### config.mk
export PLATFORM = sky130hd
export DESIGN_NAME = burst_ber_qualifier
export DESIGN_NICKNAME = d
export VERILOG_FILES = /design/src/rtl/burst_ber_qualifier.sv
export SDC_FILE = /design/constraint.sdc
export NUM_CORES = 2
export LEC_CHECK = 0
export CAP_MARGIN = 20
export CORE_ASPECT_RATIO = 1.5
export CORE_MARGIN = 1
export CORE_UTILIZATION = 55
export CTS_CLUSTER_DIAMETER = 30
export DETAILED_ROUTE_END_ITERATION = 10
export GPL_TIMING_DRIVEN = 0
export PLACE_DENSITY = 0.83
export SLEW_MARGIN = 40
export SYNTH_ARGS = -nofsm -noshare
export SYNTH_HDL_FRONTEND = slang
export SYNTH_SLANG_ARGS = --single-unit
### constraint.sdc
create_clock -name clk -period 25.5 [get_ports clk]
set_input_delay 5.1 -clock clk [delete_from_list [all_inputs] [get_ports clk]]
set_output_delay 5.1 -clock clk [all_outputs]
set_load 0.05 [all_outputs]
### src/rtl/burst_ber_qualifier.sv
module burst_ber_qualifier #(
  parameter int PAT_LEN = 64,
  parameter int DW      = 48,
  parameter int VERIFY  = 16,
  parameter int BW      = 24,
  parameter int CW      = 32,
  parameter int KW      = 5,
  parameter int TW      = 16
) (
  input  logic               clk,
  input  logic               rst_n,
  input  logic               clr,
  input  logic               gate,
  input  logic               bit_vld,
  input  logic               bit_in,
  input  logic               mode_pat,
  input  logic [PAT_LEN-1:0] pat_word,
  input  logic [KW-1:0]      thr_shift,
  input  logic [TW-1:0]      thr_mult,
  output logic               done,
  output logic               good,
  output logic [CW-1:0]      burst_cnt,
  output logic [CW-1:0]      bad_cnt,
  output logic [CW-1:0]      bit_cnt,
  output logic [CW-1:0]      err_cnt,
  output logic [CW-1:0]      err0_cnt,
  output logic [CW-1:0]      err1_cnt
);
  localparam int SEED  = 7;
  localparam int SLAST = SEED + VERIFY - 1;
  localparam int SW    = $clog2(SLAST + 2);
  localparam int PW    = $clog2(PAT_LEN);
  localparam int MW    = BW + (1 << KW);

  typedef enum logic [1:0] {IDLE, SYNC, TRACK, FAIL} st_t;

  st_t           st;
  logic [6:0]    lfsr;
  logic [SW-1:0] scnt;
  logic [DW-1:0] sr;
  logic [PW-1:0] ptr;
  logic [BW-1:0] tb_bits, tb_err, tb_e0, tb_e1;

  function automatic logic [BW-1:0] binc(input logic [BW-1:0] v);
    binc = (&v) ? v : v + 1'b1;
  endfunction

  function automatic logic [CW-1:0] cadd(input logic [CW-1:0] a, input logic [BW-1:0] b);
    logic [CW:0] s;
    s = {1'b0, a} + (CW+1)'(b);
    cadd = s[CW] ? {CW{1'b1}} : s[CW-1:0];
  endfunction

  wire           take     = bit_vld & ~gate;
  wire           prbs_nx  = lfsr[6] ^ lfsr[5];
  wire           exp_bit  = mode_pat ? pat_word[ptr] : prbs_nx;
  wire           mis      = bit_in ^ exp_bit;
  wire [DW-1:0]  sr_nx    = {bit_in, sr[DW-1:1]};
  wire           hit      = (sr_nx == pat_word[DW-1:0]);
  wire           end_evt  = gate & (st != IDLE);
  wire [MW-1:0]  lhs      = MW'(tb_err) << thr_shift;
  wire [MW-1:0]  rhs      = MW'(tb_bits) * MW'(thr_mult);
  wire           pass     = (st == TRACK) && !(lhs > rhs);

  always_ff @(posedge clk or negedge rst_n) begin
    if (!rst_n) begin
      st      <= IDLE;
      lfsr    <= '0;
      scnt    <= '0;
      sr      <= '0;
      ptr     <= '0;
      tb_bits <= '0;
      tb_err  <= '0;
      tb_e0   <= '0;
      tb_e1   <= '0;
    end else begin
      case (st)
        IDLE: if (!gate) begin
          st      <= SYNC;
          scnt    <= '0;
          sr      <= '0;
          tb_bits <= '0;
          tb_err  <= '0;
          tb_e0   <= '0;
          tb_e1   <= '0;
        end
        SYNC: if (gate) st <= IDLE;
        else if (take) begin
          if (mode_pat) begin
            sr <= sr_nx;
            if (hit) begin
              st  <= TRACK;
              ptr <= PW'(DW % PAT_LEN);
            end
          end else if (scnt < SW'(SEED)) begin
            lfsr <= {lfsr[5:0], bit_in};
            scnt <= scnt + 1'b1;
          end else if (mis) begin
            st <= FAIL;
          end else begin
            lfsr <= {lfsr[5:0], prbs_nx};
            scnt <= scnt + 1'b1;
            if (scnt == SW'(SLAST)) st <= TRACK;
          end
        end
        TRACK: if (gate) st <= IDLE;
        else if (take) begin
          tb_bits <= binc(tb_bits);
          if (mis) begin
            tb_err <= binc(tb_err);
            if (exp_bit) tb_e1 <= binc(tb_e1);
            else         tb_e0 <= binc(tb_e0);
          end
          if (mode_pat) ptr  <= (ptr == PW'(PAT_LEN-1)) ? '0 : ptr + 1'b1;
          else          lfsr <= {lfsr[5:0], prbs_nx};
        end
        FAIL: if (gate) st <= IDLE;
        default: st <= IDLE;
      endcase
    end
  end

  always_ff @(posedge clk or negedge rst_n) begin
    if (!rst_n) begin
      done      <= 1'b0;
      good      <= 1'b0;
      burst_cnt <= '0;
      bad_cnt   <= '0;
      bit_cnt   <= '0;
      err_cnt   <= '0;
      err0_cnt  <= '0;
      err1_cnt  <= '0;
    end else begin
      done <= end_evt;
      if (end_evt) good <= pass;
      if (clr) begin
        burst_cnt <= '0;
        bad_cnt   <= '0;
        bit_cnt   <= '0;
        err_cnt   <= '0;
        err0_cnt  <= '0;
        err1_cnt  <= '0;
      end else if (end_evt) begin
        burst_cnt <= cadd(burst_cnt, BW'(1));
        if (pass) begin
          bit_cnt  <= cadd(bit_cnt, tb_bits);
          err_cnt  <= cadd(err_cnt, tb_err);
          err0_cnt <= cadd(err0_cnt, tb_e0);
          err1_cnt <= cadd(err1_cnt, tb_e1);
        end else begin
          bad_cnt <= cadd(bad_cnt, BW'(1));
        end
      end
    end
  end
endmodule

==> tab_implementation.tex <==
\begin{tabular}{lr}
\hline
Metric & Value \\
\hline
\multicolumn{2}{l}{\textbf{Global routing}} \\
\quad Number of global-route vias before repair & 34990 \\
\quad First-pass GRT wire length & 192500 um \\
\quad Total global routing overflow & 0 \\
\quad Initial antenna violation count & 8 \\
\quad Maximum number of pins on one net before global-route repair & 75 \\
\quad Overall Global Routing Usage & 37.48\% \\
\multicolumn{2}{l}{\textbf{Synth}} \\
\quad Yosys top cell area share & between 20\% and 30\% \\
\quad Summed instance area of the synthesized netlist & 36470 sq um \\
\quad Main combinational cell family by area after synthesis & adder cells \\
\quad Mean post-synth cell area & 8.662 sq um \\
\quad Leading cell type by number of instances after synthesis & sky130\_fd\_sc\_hd\_\_nand2\_1 \\
\quad Synth Warn \# & 0 \\
\quad Flip-flop and latch count after synthesis & between 300 and 400 \\
\quad Leading cell types by count after synthesis & sky130\_fd\_sc\_hd\_\_nand2\_1, sky130\_fd\_sc\_hd\_\_inv\_1, sky130\_fd\_sc\_hd\_\_dfrtp\_1 \\
\quad Unique masters post-synth & between 80 and 90 \\
\quad XOR/XNOR Fraction of Synth Area & around 6\% \\
\quad Cells after synthesis & 4210 \\
\quad Synthesized-area fraction occupied by and/or/nand/nor cells & between 10\% and 20\% \\
\quad Leading register cell type out of synthesis & sky130\_fd\_sc\_hd\_\_dfrtp\_1 \\
\quad Cell type with the highest aggregate area in the netlist & sky130\_fd\_sc\_hd\_\_dfrtp\_1 \\
\quad Share of cell area taken by muxes after synthesis & 3.373\% \\
\quad Fraction of registers with async set/reset & 100.0\% \\
\quad Synthesized net count & 4869 \\
\quad Leading post-synthesis cells by cell area & sky130\_fd\_sc\_hd\_\_dfrtp\_1, sky130\_fd\_sc\_hd\_\_fa\_1, sky130\_fd\_sc\_hd\_\_ha\_1 \\
\quad Post-synth EDFFs & 0 \\
\quad Post-Synth Adder-Cell Area & approximately a quarter \\
\quad Area fraction in compound gates after synthesis & 14.09\% \\
\quad Seq/Total Area, Yosys & 24.50\% \\
\multicolumn{2}{l}{\textbf{Clock tree}} \\
\quad Worst-Skew Late Latency & 0.62 ns \\
\quad TritonCTS Sinks & 357 \\
\quad Cts-stage hold buffer count & 0 \\
\quad Number of gates resized after cts & 0 \\
\quad Clock-pin slew on the worst setup and hold paths & 0.05 ns \\
\quad CTS tree & built \\
\quad Number of buffers created by CTS & 73 \\
\quad Number of buffers on the longest clock path & 3 \\
\quad Number of setup buffers added after CTS & 0 \\
\quad Depth of the CTS H-tree & 3 \\
\quad Clock root buffer & sky130\_fd\_sc\_hd\_\_clkbuf\_16 \\
\multicolumn{2}{l}{\textbf{Worst setup path}} \\
\quad Data arrival time at the worst-slack endpoint & 17.03 ns \\
\quad Critical path class & primary input to register \\
\quad Register-to-register setup slack & 13.22 ns \\
\quad Cell mode on critical path & sky130\_fd\_sc\_hd\_\_fa\_1 \\
\quad Kind of capture point of the worst setup path & register \\
\quad Critical-path cell with the highest stage delay & sky130\_fd\_sc\_hd\_\_clkdlybuf4s50\_1 \\
\quad Critical-path maximum fanout & 10 \\
\quad Delay-heaviest family, CP & adder cells \\
\quad Worst path bufs/invs & 9 \\
\quad Max stage delay on crit path & 0.97 ns \\
\quad Startpoint type of the worst setup path & primary input \\
\quad Worst endpoint required time & 25.94 ns \\
\multicolumn{2}{l}{\textbf{Floorplan}} \\
\quad Standard-cell rows & 115 \\
\quad Core area & between 60000 and 70000 sq um \\
\quad I/O pin cnt & $\sim$290 \\
\quad Die Area & 67360 sq um \\
\quad Die W & about 210 um \\
\quad Initial standard-cell utilization of the core & between 50\% and 60\% \\
\quad Chip height & 317.4 um \\
\multicolumn{2}{l}{\textbf{STA}} \\
\quad Worst setup skew after layout & 0.02797 ns \\
\quad Hold Vio Cnt, Final & 0 \\
\quad Post-layout min period & 16.59 ns \\
\quad Setup repair after global routing missed its margin & no \\
\quad Max-slew headroom & 40.28\% \\
\quad Final total negative setup slack & 0 ns \\
\quad Fin worst setup slack & 8.907 ns \\
\quad Final setup violation count & 0 \\
\quad Number of max-slew violations in the final report & 0 \\
\quad Final critical-path share of the clock period & 65.07\% \\
\quad Worst-margin pin slew & 0.8959 ns \\
\quad Max Clock Freq & between 0.06 and 0.07 GHz \\
\multicolumn{2}{l}{\textbf{Detailed routing}} \\
\quad First drt pass iteration count & 6 \\
\quad Vias/cell & 6.168 \\
\quad Total wire length after detailed routing & 122300 um \\
\quad Iteration-0 DRC count of the detailed router & 2820 \\
\quad Routed via count & between 30000 and 40000 \\
\quad Post-route ant nets & 0 \\
\quad Detailed-route DRC error count & 0 \\
\quad Post-detailed-route wirelength per cell & 22.20 um \\
\multicolumn{2}{l}{\textbf{Placement}} \\
\quad Estimated wirelength of the detail-placed design & 91770 um \\
\quad GPL Wtd Cong & 1.011 \\
\quad Dpl ws & 8.741 ns \\
\quad Placed Cells incl. Taps & approximately 5400 \\
\quad \# port buffers & 279 \\
\multicolumn{2}{l}{\textbf{Power and ir drop}} \\
\quad Leakage dissipation & 19.91 nW \\
\quad Proportion of power drawn by flip-flops and latches & 33.8\% \\
\quad Power per Cell Area & 39.61 nW/um\^{}2 \\
\quad Power share of the clock group & 59.0\% \\
\quad VDD IR max & roughly 0.000083 V \\
\quad Net Sw Power & 0.4483 mW \\
\quad Combinational cell fraction of total power & under 10\% \\
\quad Internal power of the cells & 1.261 mW \\
\quad Fraction of power spent switching nets & 26.23\% \\
\multicolumn{2}{l}{\textbf{Finish}} \\
\quad Number of non-filler instances in the completed layout & $\sim$5500 \\
\quad Number of nets in the layout & approximately 5200 \\
\quad Fraction of layout cells with a size suffix above 1 & between 5 and 6\% \\
\quad Area added between synthesis and finish & 18.30\% \\
\quad Number of fill cells in the layout & around 5300 \\
\quad Utilization after layout & 65.76\% \\
\quad Area of all sequential standard cells & 8934 sq um \\
\quad Area used by multi-input combinational logic & 25100 sq um \\
\multicolumn{2}{l}{\textbf{Worst hold path}} \\
\quad Hold Path Class & register to register \\
\multicolumn{2}{l}{\textbf{Status}} \\
\quad Result of the run & completed \\
\multicolumn{2}{l}{\textbf{Job}} \\
\quad Max-capacitance violation count & 0 \\
\hline
\end{tabular}
## stage by stage
step	power, mW	hold slack, ns	instance area [sq um]
3_3_place_gp	0.7017	0.4661	40360
2_1_floorplan	0.6419	0.4541	36470
6_report	1.709	0.4814	43140
3_5_place_dp	0.7051	0.4709	40530
4_1_cts	1.710	0.4863	43110
5_1_grt	1.750	0.5071	43140
## cells in the final DEF (no fill, tap or decap), types with 25 or more instances in the layout
master                              n
sky130_fd_sc_hd__a311oi_1          83
sky130_fd_sc_hd__clkbuf_16         74
sky130_fd_sc_hd__buf_2             27
sky130_fd_sc_hd__o21ai_0          169
sky130_fd_sc_hd__nand2_1          537
sky130_fd_sc_hd__inv_1            431
sky130_fd_sc_hd__o21a_1            28
sky130_fd_sc_hd__nand4_1           50
sky130_fd_sc_hd__clkbuf_1         165
sky130_fd_sc_hd__nand2b_1          26
sky130_fd_sc_hd__a211oi_1          38
sky130_fd_sc_hd__a31oi_1           26
sky130_fd_sc_hd__and2_1           167
sky130_fd_sc_hd__a21o_1            53
sky130_fd_sc_hd__dfrtp_1          357
sky130_fd_sc_hd__and3_1            47
sky130_fd_sc_hd__clkdlybuf4s50_1  278
sky130_fd_sc_hd__mux2i_1           34
sky130_fd_sc_hd__nor4_1            25
sky130_fd_sc_hd__mux4_2            27
sky130_fd_sc_hd__or3_1             26
sky130_fd_sc_hd__fa_1             310
sky130_fd_sc_hd__nor2_1           355
sky130_fd_sc_hd__ha_1             257
sky130_fd_sc_hd__nand3_1           99
sky130_fd_sc_hd__xnor2_1          100
sky130_fd_sc_hd__a21oi_1          217
sky130_fd_sc_hd__xor2_1           146
sky130_fd_sc_hd__o22ai_1           60
sky130_fd_sc_hd__nor3_1            94
## final cells by class
class	count	share of cell area, %
plain buffers	213	2.007
diodes	4	0.02320
clock inverters	52	1.491
flip-flops and latches	357	20.71
multi-input cells	3208	58.18
inverters	432	3.758
clock buffers	83	4.486
well taps	877	2.543
repair buffers	284	6.804
## kinds of logic after synthesis
family / after synthesis
and+or+nand+nor: 1510
AOI/OAI and AO/OA: 798
buffers and inverters: 645
adders and majority gates: 567
DFF: 357
xor gates and xnor gates: 247
muxes: 86
## path summary, 6_finish.rpt
| path | from | to | depth (start not counted) |
|---|---|---|---|
| max in group asynchronous | rst_n | bit_cnt[5] | 4 |
| min | lfsr[3] | lfsr[3] | 1 |
| min in group asynchronous | rst_n | err0_cnt[11] | 1 |
| max reg2reg | tb_bits[4] | err_cnt[23] | 32 |
| max | thr_mult[5] | err_cnt[23] | 35 |
| min reg2reg | lfsr[3] | lfsr[3] | 1 |
## sequential cells by signal (all words and copies together) (netlist names)
signal	count
err1_cnt	32
st	2
burst_cnt	32
bad_cnt	32
done	1
tb_err	24
ptr	6
bit_cnt	32
lfsr	7
tb_e0	24
err0_cnt	32
tb_e1	24
err_cnt	32
good	1
sr	47
scnt	5
tb_bits	24
## power by group through the flow
stage,clock network [mW],logic [mW],registers [mW]
2_1_floorplan,0,0.0548,0.587
3_3_place_gp,0,0.115,0.587
3_5_place_dp,0,0.119,0.586
4_1_cts,1.01,0.120,0.577
5_1_grt,1.04,0.132,0.577
6_report,1.01,0.123,0.577
## worst register-to-register path: cells and delay by family, from the launching register on
kind / cells / cell delay, ns
and+or+nand+nor: 7 / 2.36
DFF: 1 / 0.39
buffers and inverters: 6 / 2.74
xor gates and xnor gates: 1 / 0.11
AOI/OAI and AO/OA: 10 / 2.36
adders and majority gates: 8 / 4.14
## metal layers
metal  vias to the layer above  global-route usage [%]  part of all wire [%]
li1                      15050                       -                     -
met1                     16540                   39.57                    33
met2                      1769                   61.41                    48
met3                       620                   10.28                   9.1
met4                         6                   33.36                   9.8
met5                         -                       0                 0.029
Power figures use the tool's default switching activity.
